### config.mk
export PLATFORM = sky130hd
export DESIGN_NAME = dma_dst_addr_gen
export DESIGN_NICKNAME = d
export VERILOG_FILES = /design/src/rtl/dma_dst_pkg.sv /design/src/rtl/dma_dst_regs.sv /design/src/rtl/dma_dst_seq.sv /design/src/rtl/dma_dst_ptr.sv /design/src/rtl/dma_dst_addr_gen.sv
export SDC_FILE = /design/constraint.sdc
export NUM_CORES = 1
export LEC_CHECK = 0
export BUFFER_PORTS_ARGS = -buffer_cell sky130_fd_sc_hd__buf_2
export CAP_MARGIN = 30
export CORE_MARGIN = 2
export CORE_UTILIZATION = 50
export CTS_CLUSTER_SIZE = 20
export DETAILED_ROUTE_END_ITERATION = 8
export HOLD_SLACK_MARGIN = 0.02
export PLACE_DENSITY = 0.72
export SLEW_MARGIN = 10
export SYNTH_ARGS = -nofsm -noshare
export SYNTH_HDL_FRONTEND = slang
export SYNTH_SLANG_ARGS = --single-unit
export TNS_END_PERCENT = 5
### constraint.sdc
create_clock -name clk -period 3.1 [get_ports clk]
set_input_delay 0.62 -clock clk [delete_from_list [all_inputs] [get_ports clk]]
set_output_delay 0.62 -clock clk [all_outputs]
set_load 0.1 [all_outputs]
### src/rtl/dma_dst_pkg.sv
package dma_dst_pkg;

  typedef enum logic [1:0] {
    ST_IDLE   = 2'd0,
    ST_RUN    = 2'd1,
    ST_RELOAD = 2'd2
  } chan_st_e;

  // control word, bit 3 down to bit 0
  typedef struct packed {
    logic reload_en;
    logic irq_after_reload;
    logic periph;
    logic fixed;
  } dst_ctrl_t;

  localparam logic [1:0] RA_INIT  = 2'd0;
  localparam logic [1:0] RA_CTRL  = 2'd1;
  localparam logic [1:0] RA_COUNT = 2'd2;
  localparam logic [1:0] RA_PTR   = 2'd3;

  function automatic logic [2:0] size_step(input logic [1:0] sz);
    case (sz)
      2'b00:   size_step = 3'd1;
      2'b01:   size_step = 3'd2;
      default: size_step = 3'd4;
    endcase
  endfunction

endpackage

### src/rtl/dma_dst_regs.sv
module dma_dst_regs
  import dma_dst_pkg::*;
#(
  parameter int ADDR_W  = 31,
  parameter int COUNT_W = 8
) (
  input  logic               clk,
  input  logic               rst_n,
  input  logic               reg_wr,
  input  logic [1:0]         reg_addr,
  input  logic [31:0]        reg_wdata,
  input  logic [ADDR_W-1:0]  ptr_q,
  output logic [ADDR_W-1:0]  init_q,
  output dst_ctrl_t          ctrl_q,
  output logic [COUNT_W-1:0] count_q,
  output logic               ptr_wr,
  output logic [31:0]        reg_rdata
);

  localparam int CTRL_W = $bits(dst_ctrl_t);

  logic unused_wdata;
  assign unused_wdata = ^reg_wdata;

  always_ff @(posedge clk) begin
    if (!rst_n) begin
      init_q  <= '0;
      ctrl_q  <= '0;
      count_q <= '0;
    end else if (reg_wr) begin
      case (reg_addr)
        RA_INIT:  init_q  <= reg_wdata[ADDR_W-1:0];
        RA_CTRL:  ctrl_q  <= dst_ctrl_t'(reg_wdata[CTRL_W-1:0]);
        RA_COUNT: count_q <= reg_wdata[COUNT_W-1:0];
        default:  ;
      endcase
    end
  end

  assign ptr_wr = reg_wr && (reg_addr == RA_PTR);

  always_comb begin
    case (reg_addr)
      RA_INIT:  reg_rdata = 32'(init_q);
      RA_CTRL:  reg_rdata = 32'(ctrl_q);
      RA_COUNT: reg_rdata = 32'(count_q);
      default:  reg_rdata = 32'(ptr_q);
    endcase
  end

  assert_ctrl_wr_R2: assert property (@(posedge clk) disable iff (!rst_n)
    (reg_wr && reg_addr == RA_CTRL) |=> (ctrl_q == $past(reg_wdata[CTRL_W-1:0])));

endmodule

### src/rtl/dma_dst_seq.sv
module dma_dst_seq
  import dma_dst_pkg::*;
#(
  parameter int COUNT_W   = 8,
  parameter int BURST_LEN = 4
) (
  input  logic               clk,
  input  logic               rst_n,
  input  logic               dma_ack,
  input  logic               beat_valid,
  input  logic               burst_mode,
  input  dst_ctrl_t          ctrl_q,
  input  logic [COUNT_W-1:0] count_q,
  output logic               beat_ready,
  output logic               fire,
  output logic               first_beat,
  output logic               last_beat,
  output logic               start,
  output logic               reload_now,
  output logic               irq
);

  localparam int BEAT_W = (BURST_LEN > 1) ? $clog2(BURST_LEN) : 1;

  chan_st_e           state;
  logic [COUNT_W-1:0] cnt;
  logic [BEAT_W-1:0]  idx;
  logic               pend;
  logic               unit_done, terminal;

  assign beat_ready = (state == ST_RUN);
  assign fire       = beat_valid && beat_ready;
  assign first_beat = (idx == '0);
  assign last_beat  = !burst_mode || (idx == BEAT_W'(BURST_LEN - 1));
  assign start      = (state == ST_IDLE) && dma_ack;
  assign reload_now = (state == ST_RELOAD);
  assign unit_done  = fire && last_beat;
  assign terminal   = unit_done && (cnt == COUNT_W'(1));

  always_ff @(posedge clk) begin
    if (!rst_n) begin
      state <= ST_IDLE;
      cnt   <= '0;
      idx   <= '0;
      pend  <= 1'b0;
      irq   <= 1'b0;
    end else begin
      irq <= 1'b0;
      case (state)
        ST_IDLE: begin
          if (dma_ack) begin
            state <= ST_RUN;
            cnt   <= count_q;
            idx   <= '0;
          end
        end
        ST_RUN: begin
          if (fire) idx <= last_beat ? '0 : idx + BEAT_W'(1);
          if (unit_done) cnt <= cnt - COUNT_W'(1);
          if (terminal) begin
            state <= ctrl_q.reload_en ? ST_RELOAD : ST_IDLE;
            irq   <= !ctrl_q.reload_en || !ctrl_q.irq_after_reload;
            pend  <= ctrl_q.reload_en && ctrl_q.irq_after_reload;
          end
        end
        ST_RELOAD: begin
          state <= ST_RUN;
          cnt   <= count_q;
          idx   <= '0;
          irq   <= pend;
          pend  <= 1'b0;
        end
        default: state <= ST_IDLE;
      endcase
    end
  end

  assert_irq_single_R9: assert property (@(posedge clk) disable iff (!rst_n)
    irq |=> !irq);

  assert_stop_R7: assert property (@(posedge clk) disable iff (!rst_n)
    (fire && last_beat && cnt == COUNT_W'(1) && !ctrl_q.reload_en) |=> (!beat_ready && irq));

  assert_reload_R8: assert property (@(posedge clk) disable iff (!rst_n)
    (state == ST_RELOAD) |=> (beat_ready && cnt == $past(count_q)));

  assert_ack_ignored_R11: assert property (@(posedge clk) disable iff (!rst_n)
    (state == ST_RUN && dma_ack && !fire) |=> $stable(cnt));

endmodule

### src/rtl/dma_dst_ptr.sv
module dma_dst_ptr
  import dma_dst_pkg::*;
#(
  parameter int ADDR_W = 31
) (
  input  logic              clk,
  input  logic              rst_n,
  input  logic              fire,
  input  logic              first_beat,
  input  logic              last_beat,
  input  logic              burst_mode,
  input  logic [1:0]        beat_size,
  input  logic              fixed,
  input  logic              start,
  input  logic              reload_now,
  input  logic [ADDR_W-1:0] init_q,
  input  logic              sw_wr,
  input  logic [ADDR_W-1:0] sw_data,
  output logic [ADDR_W-1:0] ptr_q
);

  logic [ADDR_W-1:0] base_q;
  logic [ADDR_W-1:0] step;

  assign step = ADDR_W'(size_step(beat_size));

  always_ff @(posedge clk) begin
    if (!rst_n) begin
      ptr_q  <= '0;
      base_q <= '0;
    end else if (reload_now) begin
      ptr_q <= init_q;
    end else if (sw_wr) begin
      ptr_q <= sw_data;
    end else if (start && ptr_q == '0) begin
      ptr_q <= init_q;
    end else if (fire) begin
      if (burst_mode) begin
        if (first_beat) base_q <= ptr_q;
        if (last_beat && fixed) ptr_q <= first_beat ? ptr_q : base_q;
        else                    ptr_q <= ptr_q + step;
      end else if (!fixed) begin
        ptr_q <= ptr_q + step;
      end
    end
  end

  assert_fixed_single_R5: assert property (@(posedge clk) disable iff (!rst_n)
    (fire && !burst_mode && fixed && !sw_wr && !reload_now) |=> $stable(ptr_q));

  assert_inc_step_R4: assert property (@(posedge clk) disable iff (!rst_n)
    (fire && !fixed && !sw_wr && !reload_now) |=> (ptr_q == $past(ptr_q) + $past(step)));

  assert_start_load_R3: assert property (@(posedge clk) disable iff (!rst_n)
    (start && ptr_q == '0 && !sw_wr && !reload_now) |=> (ptr_q == $past(init_q)));

  assert_burst_restore_R6: assert property (@(posedge clk) disable iff (!rst_n)
    (fire && burst_mode && fixed && last_beat && !first_beat && !sw_wr && !reload_now)
      |=> (ptr_q == $past(base_q)));

endmodule

### src/rtl/dma_dst_addr_gen.sv
module dma_dst_addr_gen
  import dma_dst_pkg::*;
#(
  parameter int ADDR_W    = 31,
  parameter int COUNT_W   = 8,
  parameter int BURST_LEN = 4
) (
  input  logic              clk,
  input  logic              rst_n,
  input  logic              reg_wr,
  input  logic [1:0]        reg_addr,
  input  logic [31:0]       reg_wdata,
  output logic [31:0]       reg_rdata,
  input  logic              dma_ack,
  input  logic              beat_valid,
  output logic              beat_ready,
  input  logic [1:0]        beat_size,
  input  logic              burst_mode,
  output logic [ADDR_W-1:0] dst_addr,
  output logic              dst_periph,
  output logic              irq
);

  logic [ADDR_W-1:0]  init_q, ptr_q;
  dst_ctrl_t          ctrl_q;
  logic [COUNT_W-1:0] count_q;
  logic               ptr_wr, fire, first_beat, last_beat, start, reload_now;

  dma_dst_regs #(.ADDR_W(ADDR_W), .COUNT_W(COUNT_W)) u_regs (
    .clk       (clk),
    .rst_n     (rst_n),
    .reg_wr    (reg_wr),
    .reg_addr  (reg_addr),
    .reg_wdata (reg_wdata),
    .ptr_q     (ptr_q),
    .init_q    (init_q),
    .ctrl_q    (ctrl_q),
    .count_q   (count_q),
    .ptr_wr    (ptr_wr),
    .reg_rdata (reg_rdata)
  );

  dma_dst_seq #(.COUNT_W(COUNT_W), .BURST_LEN(BURST_LEN)) u_seq (
    .clk        (clk),
    .rst_n      (rst_n),
    .dma_ack    (dma_ack),
    .beat_valid (beat_valid),
    .burst_mode (burst_mode),
    .ctrl_q     (ctrl_q),
    .count_q    (count_q),
    .beat_ready (beat_ready),
    .fire       (fire),
    .first_beat (first_beat),
    .last_beat  (last_beat),
    .start      (start),
    .reload_now (reload_now),
    .irq        (irq)
  );

  dma_dst_ptr #(.ADDR_W(ADDR_W)) u_ptr (
    .clk        (clk),
    .rst_n      (rst_n),
    .fire       (fire),
    .first_beat (first_beat),
    .last_beat  (last_beat),
    .burst_mode (burst_mode),
    .beat_size  (beat_size),
    .fixed      (ctrl_q.fixed),
    .start      (start),
    .reload_now (reload_now),
    .init_q     (init_q),
    .sw_wr      (ptr_wr),
    .sw_data    (reg_wdata[ADDR_W-1:0]),
    .ptr_q      (ptr_q)
  );

  assign dst_addr   = ptr_q;
  assign dst_periph = ctrl_q.periph;

  assert_periph_follows_R10: assert property (@(posedge clk) disable iff (!rst_n)
    (reg_wr && reg_addr == RA_CTRL) |=> (dst_periph == $past(reg_wdata[1])));

endmodule

-- Yosys cells after proc, flatten, opt, wreduce, memory -nomap -nowiden
Index checks and enable logic that the tools add are counted.
- register bits: 119
- bits of input ports: 42
- output and inout bits: 66
- add/subtract/negate cells: 3
- equal/unequal tests: 13
- muxes and demuxes: 25
- bitwise operators: 3
- reduce and logical (&&, ||, !) cells: 30
- operators with widths (operator ; count):
    two-way mux 31 bit ; 8
    case mux 31 bit (3 select lines) ; 1
    adder 31 x 3 -> 31 bit ; 1
    zero test 31 bit ; 1
    case mux 8 bit (3 select lines) ; 1
    two-way mux 8 bit ; 2
    two-way mux 2 bit ; 6
    case mux 2 bit (3 select lines) ; 2
    AND reduction 2 bit ; 6
    equality test 2 bit, second input constant ; 4
    equality test 8 x 1 -> 1 bit, second input constant ; 1
    logical AND 1 bit ; 8
    zero test 2 bit ; 4
    inequality test 2 bit, second input constant ; 4
    subtractor 8 x 1 -> 8 bit, second input constant ; 1
    equality test 2 x 1 -> 1 bit, second input constant ; 3
    case mux 3 bit (2 select lines) ; 1
    AND reduction 3 bit ; 2
    inequality test 5 x 4 -> 1 bit, second input constant ; 1
    AND reduction 5 bit ; 1
    case mux 1 bit (2 select lines) ; 2
    nonzero test 4 bit ; 1
    zero test 1 bit ; 3
    NOT 1 bit ; 3
    other kinds (5) ; 7

-- Longest topological paths before layout
Gate-level depths: netlist of run 1.
- word-level depth: 9
- mapped depth: 10

-- Modules after synthesis
From an unflattened synthesis of run 1, not the netlist that was laid out.
- cell total of the unflattened synthesis: 853
- area, all modules: 7161.9 um2
- by module, submodules not included (module ; times used ; cells each ; area an instance (um2) ; seq. area each (um2)):
    dma_dst_ptr ; 1 ; 510 ; 4056.4 ; 1241.2
    dma_dst_regs ; 1 ; 223 ; 2147.1 ; 860.8
    dma_dst_seq ; 1 ; 120 ; 958.4 ; 280.3

-- Worst setup path after synthesis of run 1
No wires, ideal clock.
- path type: input-to-output
- start point: input port reg_addr[1]
- end point: output port reg_rdata[4]
- arrival time: 3.224 ns
- required time: 2.480 ns
- path slack: -0.744 ns
- stages on the path: 3
- path through: buf_1 -> mux2i_1 -> o21ai_0
- cells in the longest elaborated chain, start to end: 2
- elaborated cells on any way between the ends: 4
- classes of those cells: 2 x eq/ne; 1 x mux; 1 x reduce/logical
- RTL lines (element ; RTL line ; text):
    start: declaration ; dma_dst_addr_gen.sv:11 ; input logic [1:0] reg_addr,
    equality test 2 bit, or another cell as far along ; dma_dst_regs.sv:43 ; case (reg_addr)
    case mux 31 bit (3 select lines) * ; dma_dst_regs.sv:43 ;
    end: declaration ; dma_dst_addr_gen.sv:13 ; output logic [31:0] reg_rdata,
Every way passes the cells marked *; elsewhere a longest branch is shown, timed or not.

-- Final worst setup path of run 1
- start point: input port beat_size[1]
- end point: register u_ptr.ptr_q[14]
- cells in the longest elaborated chain, start to end: 9
- elaborated cells on any way between the ends: 11
- classes of those cells: 1 x add/sub; 1 x eq/ne; 8 x mux; 1 x reduce/logical
- RTL lines (element ; RTL line ; text):
    start: declaration ; dma_dst_addr_gen.sv:17 ; input logic [1:0] beat_size,
    equality test 2 x 1 -> 1 bit / zero test 2 bit (equally long branches) ; dma_dst_pkg.sv:23 ; case (sz)
    case mux 3 bit (2 select lines) * ; dma_dst_pkg.sv:23 ;
    adder 31 x 3 -> 31 bit * ; dma_dst_ptr.sv:41, dma_dst_ptr.sv:43 ;
    two-way mux 31 bit (on tied branches) ; dma_dst_ptr.sv:42, dma_dst_ptr.sv:40 ;
    two-way mux 31 bit * ; dma_dst_ptr.sv:38 ; if (burst_mode) begin
    two-way mux 31 bit * ; dma_dst_ptr.sv:37 ; end else if (fire) begin
    two-way mux 31 bit * ; dma_dst_ptr.sv:35 ; end else if (start && ptr_q == '0) begin
    two-way mux 31 bit * ; dma_dst_ptr.sv:33 ; end else if (sw_wr) begin
    two-way mux 31 bit * ; dma_dst_ptr.sv:31 ; end else if (reload_now) begin
    end signal: assignment ; dma_dst_ptr.sv:32 ; ptr_q <= init_q;
    end signal: assignment ; dma_dst_ptr.sv:34 ; ptr_q <= sw_data;
    end signal: assignment ; dma_dst_ptr.sv:36 ; ptr_q <= init_q;
    end: declaration ; dma_dst_ptr.sv:19 ; output logic [ADDR_W-1:0] ptr_q
Every way passes the cells marked *; elsewhere a longest branch is shown, timed or not. The select of a mux whose other input is x is not followed.
A chain may end at the register's enable or synchronous reset.

==> run metrics, run 1 <==
die area 15,000 µm²; RR Startpoint u_ptr.ptr_q[0]$_SDFFE_PN0P_; port bufs 105; first-pass GRT wire length 38,000 µm; WP buf/inv 3; HPWL Detailed 16,400 µm; Initial Util 50.9%; via count 7,536; clk sinks 119; HP Start reg_wdata[17]; count leader, synth nand2_1; CTS Hold Bufs 0; Clk Latency, worst-skew pair 430 ps; final hold violation count 0; CORE AREA 13,800 µm²; setup_tns 0 ps; Slew headroom 46.9%; # Post-CTS Setup Buffers 0; Critical R2R Capture u_ptr.ptr_q[14]$_SDFFE_PN0P_; share of cells above drive strength 1 20.9%; worst-path maximum fanout 5; post-synth cell types 73; Syn Nets 965; RSZ-0062 raised after global routing no; Top FF cell, synth dfxtp_1; Max Slew Vio Count 0; dpl cell area 8120 µm²; most frequent cells after synthesis 169 x nand2_1, 119 x dfxtp_1, 89 x a21oi_1; startpoint type of the worst setup path primary input; CP Cell Sequence buf_2 > nor2_1 > ha_1 > inv_1 > fa_1 > nor2b_1 > o21a_1 > a31oi_1 > a2111oi_0 > buf_4 > o22ai_1; CP endpoint kind register; status complete, no violations; path depth of the worst reg2reg path 9; Layout Cells excl Fill 1,184; Final Power 5.53 mW; final wirelength 23,600 µm; Longest Clk Path Bufs 2; final setup fails 0; syn_area_per_cell 7.70 µm²; Data arrival, critical path 3110 ps; reg2reg setup slack 350 ps; CTS root buffer clkbuf_16; IO Pins 108; row cnt 43; Layout fillers 1,199; Synth Cell Area 7010 µm²; GRT Residual Overflow 0; Top delay family on crit path compound AO/OA/AOI/OAI gates; gp weighted congestion 0.966; CP max stage delay 620 ps; Num CTS Buffers 17; initial antenna violation count 0; HP Class primary input to register; Hold Path Depth 3; FMAX 352 MHz; DIE WIDTH 122 µm; Synth Warn # 0; Leakage 3.35 nW; Seq cells post-synth 119; total track usage 32.5%; ANT cells 0; Worst Tran Pin Value 788 ps; Synth top area share 34.0%; final setup margin 260 ps; Critical Path RT 3370 ps; post-route cell area 8730 µm²; clock-pin transition on the worst setup and hold timing paths 50 ps; Post-synth ARST share 0%; PwrDens 633 nW/µm²; CTS tree built; Worst VDD drop 0.427 mV; cell total after placement 1,154; post-cts sizing count 0; post-route minimum period 2840 ps; Gate Count Post-Synth 910; clock skew 9.84 ps; CTS H-Tree Depth 4; Die Y 122 µm; sequential area share after synthesis 34.0%; post-route clock period utilization 91.6%; CP Class primary input to register; synth top area cells dfxtp_1 34%, nand2_1 9.0%, a21oi_1 6.4%, nor2_1 3.9%, mux2i_1 3.1%; largest net degree at the start of global routing 59; Slowest-stage cell, CP a2111oi_0; Max-Cap Viols 0; Yosys top cell by area dfxtp_1; Setup WS pre-CTS -101 ps; # DRC 0; DRT Pass-1 Iters 5; worst hold path endpoint u_regs.init_q[17]$_SDFFE_PN0P_; WL/cell 20.0 µm; Via density 6.36; DRT iter0 DRCs 826; area growth from synthesis to layout 24.6%; Post-synth EDFFs 0; Final nets 1,048; vias in the first global route 7,185; post-route ant nets 0
-- worst max path at each step --
stage                 start                      endpoint  slack (ps)  depth (start not counted)
6_report       beat_size[1]  u_ptr.ptr_q[14]$_SDFFE_PN0P_         260                         11
5_1_grt        beat_size[1]  u_ptr.ptr_q[14]$_SDFFE_PN0P_         150                         11
4_1_cts        beat_size[1]  u_ptr.ptr_q[14]$_SDFFE_PN0P_         310                         11
3_5_place_dp   beat_size[1]  u_ptr.ptr_q[14]$_SDFFE_PN0P_        -100                         11
3_3_place_gp   beat_size[1]  u_ptr.ptr_q[14]$_SDFFE_PN0P_         -40                         11
2_1_floorplan   reg_addr[1]                  reg_rdata[5]        -740                          3
-- layer usage --
metal	global-route usage (%)	vias to the layer above	share of wire (%)
met1	41.3	3586	42
met2	53.4	390	47
li1	-	3499	-
met3	6.18	61	8.2
met4	14.7	0	3.1
met5	0	-	0
-- layout make-up --
class | count | area, µm² | share of cell area [%]
well taps | 180 | 225 | 2.58
flip-flops and latches | 119 | 2380 | 27.3
multi-input cells | 687 | 4150 | 47.5
clock inverters | 9 | 150 | 1.72
repair buffers | 152 | 1300 | 14.9
clock buffers | 21 | 460 | 5.27
inverters | 16 | 61.3 | 0.702
-- sequential cells by signal, summed over array words and instances, names as in the netlist --
signal          flops
u_ptr.ptr_q        31
u_seq.state         2
u_regs.init_q      31
u_seq.cnt           8
u_seq.pend          1
u_regs.ctrl_q       4
u_seq.irq           1
u_seq.idx           2
u_ptr.base_q       31
u_regs.count_q      8
-- where the power goes --
group          internal (mW)  switching (mW)  total (mW)
registers               1.62           0.165        1.79
clock network           1.37           0.688        2.06
logic                  0.496            1.18        1.68
total                   3.49            2.04        5.53
-- logic make-up after synthesis --
logic type | synth area share, %
AOI/OAI and AO/OA | 27.7
xor gates and xnor gates | 0.125
adders and majority gates | 2.43
buffers and inverters | 7.09
DFF | 34.0
muxes | 4.59
other | 0.0535
and+or+nand+nor | 24.0
-- cells in the final DEF (no fill, tap or decap), types with 23 or more instances in the layout --
cell	count
nor2_1	71
a22o_1	25
a22oi_1	24
nand2_1	169
dfxtp_1	119
buf_12	27
buf_2	78
a21oi_1	89
buf_4	46
o21ai_0	23
-- through the flow --
step                utilization [%]  hold slack (ps)
floorplan                         -              432
global placement               58.8              442
detailed placement             59.0              448
CTS                            63.4              437
global route                   63.4              450
finish                         63.4              444
-- worst register-to-register path, stage by stage, from the launching register on --
cell and delay, ps:
dfxtp_1 330, ha_1 180, inv_1 60, fa_1 410, nor2b_1 320, o21a_1 290, a31oi_1 110, a2111oi_0 620
buf_4 210, o22ai_1 70
Power figures use the tool's default switching activity.
==> inputs of run 2 (changes only) <==
--- a/config.mk
+++ b/config.mk
@@ -12,6 +12,7 @@
 export CTS_CLUSTER_SIZE = 20
 export DETAILED_ROUTE_END_ITERATION = 8
 export HOLD_SLACK_MARGIN = 0.02
+export MAX_ROUTING_LAYER = met4
 export PLACE_DENSITY = 0.72
 export SLEW_MARGIN = 10
 export SYNTH_ARGS = -nofsm -noshare
==> run 2 against run 1 <==
Sequential power hardly changed. Die area stayed put. Via count barely moved. Flip-flop and latch count did not move. Cell count rose by 0.59%. Clock power is 9% lower. Global-route usage grew 1.6 points. Highest routed layer unchanged. Register-to-register slack lost 20 ps. Routed wire length grew 1.1%. Fmax rose by 1.1%.
==> run metrics, run 2 (same netlist as run 1, synthesis figures left out) <==
status complete, no violations; commonest non-fill, non-tap cell in the layout nand2_1; CP Cell Sequence buf_2 > nor2_1 > ha_1 > inv_1 > fa_1 > nor2b_1 > o21a_1 > a31oi_1 > a2111oi_0 > buf_4 > o22ai_1; via count 7,540 (+0.053%); Num CTS Buffers 17 (unchanged); Via density 6.33 (-0.53%); post-route cell area 8740 µm² (+0.11%); dpl cell area 8170 µm² (+0.62%); share of cells above drive strength 1 21.6% (+0.65 points); ANT cells 0 (unchanged); port bufs 105 (unchanged); Critical Path RT 3390 ps (+20 ps); clock-pin transition on the worst setup and hold timing paths 50 ps (about the same); clk sinks 119 (unchanged); biggest regs u_ptr.base_q: 31 flops, u_ptr.ptr_q: 31 flops, u_regs.init_q: 31 flops; post-route ant nets 0 (unchanged); Hold WS 448 ps (+3.37 ps); Clk Latency, worst-skew pair 420 ps (about the same); DRT Pass-1 Iters 5 (unchanged); final hold violation count 0 (unchanged); DRT iter0 DRCs 902 (+9.2%); vias in the first global route 7,247 (+0.86%); # Post-CTS Setup Buffers 0 (unchanged); area growth from synthesis to layout 24.7%; CTS Hold Bufs 0 (unchanged); CP max stage delay 650 ps (+30 ps); Final nets 1,054 (+0.57%); final wirelength 23,900 µm (+1.1%); Worst Tran Pin Value 852 ps (+63.2 ps); FMAX 356 MHz (+1.1%); WP depth 11 (unchanged); GRT Residual Overflow 0 (unchanged); Hold Path Depth 3 (unchanged); CP Class primary input to register; row cnt 43 (unchanged); total track usage 34.1% (+1.6 points); WL/cell 20.1 µm (+0.47%); post-cts sizing count 0 (unchanged); worst-path maximum fanout 5 (unchanged); startpoint type of the worst setup path primary input; Initial Util 50.9% (unchanged); WP buf/inv 3 (unchanged); initial antenna violation count 0 (unchanged); post-route clock period utilization 90.6% (-1.0 points); final setup fails 0 (unchanged); post-route minimum period 2810 ps (-31.6 ps); DIE WIDTH 122 µm (unchanged); gp weighted congestion 1.01 (+4.1%); CTS tree built; CP endpoint kind register; first-pass GRT wire length 38,500 µm (+1.2%); HP Class primary input to register; Data arrival, critical path 3100 ps (about the same); CTS root buffer clkbuf_16; Die Y 122 µm (unchanged); Longest Clk Path Bufs 2 (unchanged); IO Pins 108 (unchanged); Worst VDD drop 0.495 mV (+16%); Slew headroom 42.6% (-4.3 points); Slowest-stage cell, CP a2111oi_0; CORE AREA 13,800 µm² (unchanged); die area 15,000 µm² (unchanged); CTS H-Tree Depth 4 (unchanged); Max Slew Vio Count 0 (unchanged); largest net degree at the start of global routing 64 (+8.5%); # DRC 0 (unchanged); PwrDens 615 nW/µm² (-2.8%); clock skew 6.38 ps (-3.45 ps); RSZ-0062 raised after global routing no; Top delay family on crit path compound AO/OA/AOI/OAI gates; Max-Cap Viols 0 (unchanged); Leakage 3.36 nW (+0.55%); HPWL Detailed 16,700 µm (+2.3%); path depth of the worst reg2reg path 10 (+1); most frequent cells in the layout 169 x nand2_1, 119 x dfxtp_1, 89 x a21oi_1, 78 x buf_2, 71 x nor2_1
==> run 2: per-layer routing <==
layer,wire (µm),track usage [%],vias up,part of all wire (%)
li1,-,-,3517,-
met1,9810,42.6,3530,41
met2,10900,51.7,410,46
met3,2110,6.83,83,8.8
met4,1100,18.5,0,4.6
met5,0,-,-,0
==> run 2: worst register-to-register path: stages (launching register included) <==
cell       delay [ps]
dfxtp_1           420
inv_1             100
ha_1              280
nor4b_1           180
nand4_1           150
nor3_4             70
buf_12            170
or2_2             410
a2111oi_0         570
buf_4             220
o22ai_1            70
==> run 2: through the flow <==
step	setup TNS [ps]	setup WS [ps]	util (%)	power, mW	std cells
floorplan	-2230	-744	-	3.01	910
global placement	-47.8	-47.8	59.1	3.47	1158
global route	0	231	63.5	5.58	1191
CTS	0	373	63.4	5.35	1190
finish	0	292	63.5	5.38	1191
detailed placement	-73.2	-73.2	59.3	3.50	1159
==> run 2: final timing paths <==
path	from	end	slack, ps
setup / recovery	beat_size[1]	u_ptr.ptr_q[14]$_SDFFE_PN0P_	290
hold reg to reg	u_ptr.base_q[1]$_SDFFE_PN0P_	u_ptr.base_q[1]$_SDFFE_PN0P_	450
setup reg to reg	u_seq.state[0]$_SDFFE_PN0P_	u_ptr.ptr_q[14]$_SDFFE_PN0P_	330
hold / removal	reg_wdata[19]	u_regs.init_q[19]$_SDFFE_PN0P_	450
==> run 2: cell type report <==
cell class | instances | area [µm²]
Clock inverter | 9 | 75.1
Clock buffer | 22 | 484
Tap cell | 180 | 225
Inverter | 16 | 61.3
Multi-Input combinational cell | 687 | 4150
Sequential cell | 119 | 2380
Timing Repair Buffer | 158 | 1370
Fill cell | 1211 | 5030
==> run 2: report_power, final <==
part | switching (mW) | internal (mW)
Combinational | 1.21 | 0.516
Sequential | 0.156 | 1.62
Clock | 0.704 | 1.17
==> inputs of run 3 (changes only) <==
--- a/config.mk
+++ b/config.mk
@@ -11,6 +11,7 @@
 export CORE_UTILIZATION = 50
 export CTS_CLUSTER_SIZE = 20
 export DETAILED_ROUTE_END_ITERATION = 8
+export GPL_TIMING_DRIVEN = 0
 export HOLD_SLACK_MARGIN = 0.02
 export MAX_ROUTING_LAYER = met4
 export PLACE_DENSITY = 0.72
==> run 3 against run 2 <==
Worst setup slack lost 270 ps. Core utilization shrank 2.5 points. Global-route usage grew 3.4 points. Die area is the same. Register-to-register slack lost 200 ps.
==> run metrics, run 3 (same netlist as run 1, synthesis figures left out) <==
status complete, no violations; clock-pin transition on the worst setup and hold timing paths 60 ps (about the same); Leakage 3.31 nW (-1.7%); final setup fails 0 (unchanged); PwrDens 658 nW/µm² (+7.0%); met2 Usage GRT 54.5% (+2.9 points); worst-path maximum fanout 10 (+5); RSZ-0062 raised after global routing yes; Critical Path RT 2480 ps (-910 ps); total track usage 37.5% (+3.4 points); GRT Residual Overflow 0 (unchanged); vias in the first global route 7,350 (+1.4%); post-cts sizing count 1 (+1); Data arrival, critical path 2460 ps (-640 ps); startpoint type of the worst setup path primary input; Final nets 1,091 (+3.5%); commonest non-fill, non-tap cell in the layout nand2_1; Slew headroom 35.2% (-7.5 points); met3 Use GR 8.09% (+1.3 points); DRT Pass-1 Iters 8 (+3); CTS tree built; dpl cell area 7780 µm² (-4.8%); Max-Cap Viols 0 (unchanged); FMAX 325 MHz (-8.9%); Setup WS pre-CTS -104 ps (-30.3 ps); final hold violation count 0 (unchanged); Final Util 60.9% (-2.5 points); most frequent cells in the layout 169 x nand2_1, 131 x buf_2, 119 x dfxtp_1, 89 x a21oi_1, 71 x nor2_1; Num CTS Buffers 17 (unchanged); Initial Util 50.9% (unchanged); cell total after placement 1,197 (+3.3%); HP Class primary input to register; post-route cell area 8390 µm² (-4.0%); CP Class primary input to output port; CTS Hold Bufs 0 (unchanged); gr busiest metal met2; via count 7,924 (+5.1%); Layout fillers 1,293 (+6.8%); CORE AREA 13,800 µm² (unchanged); Worst VDD drop 0.572 mV (+16%); IO Pins 108 (unchanged); Global Route met1 Usage 47.5% (+4.9 points); share of cells above drive strength 1 19.8% (-1.7 points); Longest Clk Path Bufs 2 (unchanged); # DRC 0 (unchanged); post-route ant nets 0 (unchanged); post-route minimum period 3080 ps (+273 ps); CP endpoint kind output port; biggest regs u_ptr.base_q: 31 flops, u_ptr.ptr_q: 31 flops, u_regs.init_q: 31 flops; WL/cell 21.7 µm (+8.4%); largest net degree at the start of global routing 17 (-73%); CTS H-Tree Depth 4 (unchanged); row cnt 43 (unchanged); Max Slew Vio Count 0 (unchanged); final wirelength 26,700 µm (+12%); gp weighted congestion 1.01 (+0.15%); HPWL Detailed 19,100 µm (+14%); CTS root buffer clkbuf_16; final setup margin 18.3 ps (-273 ps); initial antenna violation count 0 (unchanged); Hold WS 438 ps (-10.2 ps); first-pass GRT wire length 40,900 µm (+6.3%); ANT cells 0 (unchanged); Layout Cells excl Fill 1,229 (+3.2%); Worst Tran Pin Value 964 ps (+113 ps); port bufs 105 (unchanged); setup_tns 0 ps (unchanged); area growth from synthesis to layout 19.7%; die area 15,000 µm² (unchanged); post-route clock period utilization 99.4% (+8.8 points); Via density 6.45 (+1.8%); # Post-CTS Setup Buffers 0 (unchanged); DRT iter0 DRCs 902 (unchanged); clk sinks 119 (unchanged); DIE WIDTH 122 µm (unchanged); Die Y 122 µm (unchanged); Final Power 5.53 mW (+2.8%); clock skew 12.3 ps (+5.87 ps); Clk Latency, worst-skew pair 440 ps (+20 ps)
==> run 3: worst paths after layout <==
check                                                  start                              to  slack [ps]  cells past startpoint
worst max-delay path                             reg_addr[1]                    reg_rdata[7]          20                      7
worst min-delay path                           reg_wdata[12]  u_regs.init_q[12]$_SDFFE_PN0P_         440                      3
worst max register to register   u_ptr.ptr_q[0]$_SDFFE_PN0P_    u_ptr.ptr_q[14]$_SDFFE_PN0P_         130                      8
worst min register to register  u_ptr.base_q[1]$_SDFFE_PN0P_    u_ptr.base_q[1]$_SDFFE_PN0P_         450                      2
==> run 3: power breakdown <==
part,internal [mW],switching (mW),total (mW)
Sequential,1.62,0.114,1.74
Clock,1.32,0.733,2.05
Combinational,0.446,1.29,1.74
==> run 3: worst max-delay path, cell delays in order <==
cell and delay (ps):
buf_2 120, and2_1 120, clkbuf_1 460, clkbuf_2 450, nand2_1 90, o21ai_0 110, buf_2 480
==> run 3: per-layer routing <==
layer | routed length [µm] | up-vias
met4 | 1590 | 0
met2 | 11600 | 533
li1 | - | 3588
met1 | 10500 | 3689
met5 | 0 | -
met3 | 3070 | 114
==> run 3: area by class of cell <==
class / instances / area (µm²) / share of cell area [%]
buffer: 88 / 438 / 5.22
clock buffer: 23 / 478 / 5.69
clock inverter: 9 / 123 / 1.46
inverter: 16 / 60.1 / 0.715
multi-input combinational: 687 / 4150 / 49.4
sequential: 119 / 2380 / 28.4
tap: 180 / 225 / 2.68
timing repair buffer: 107 / 541 / 6.44
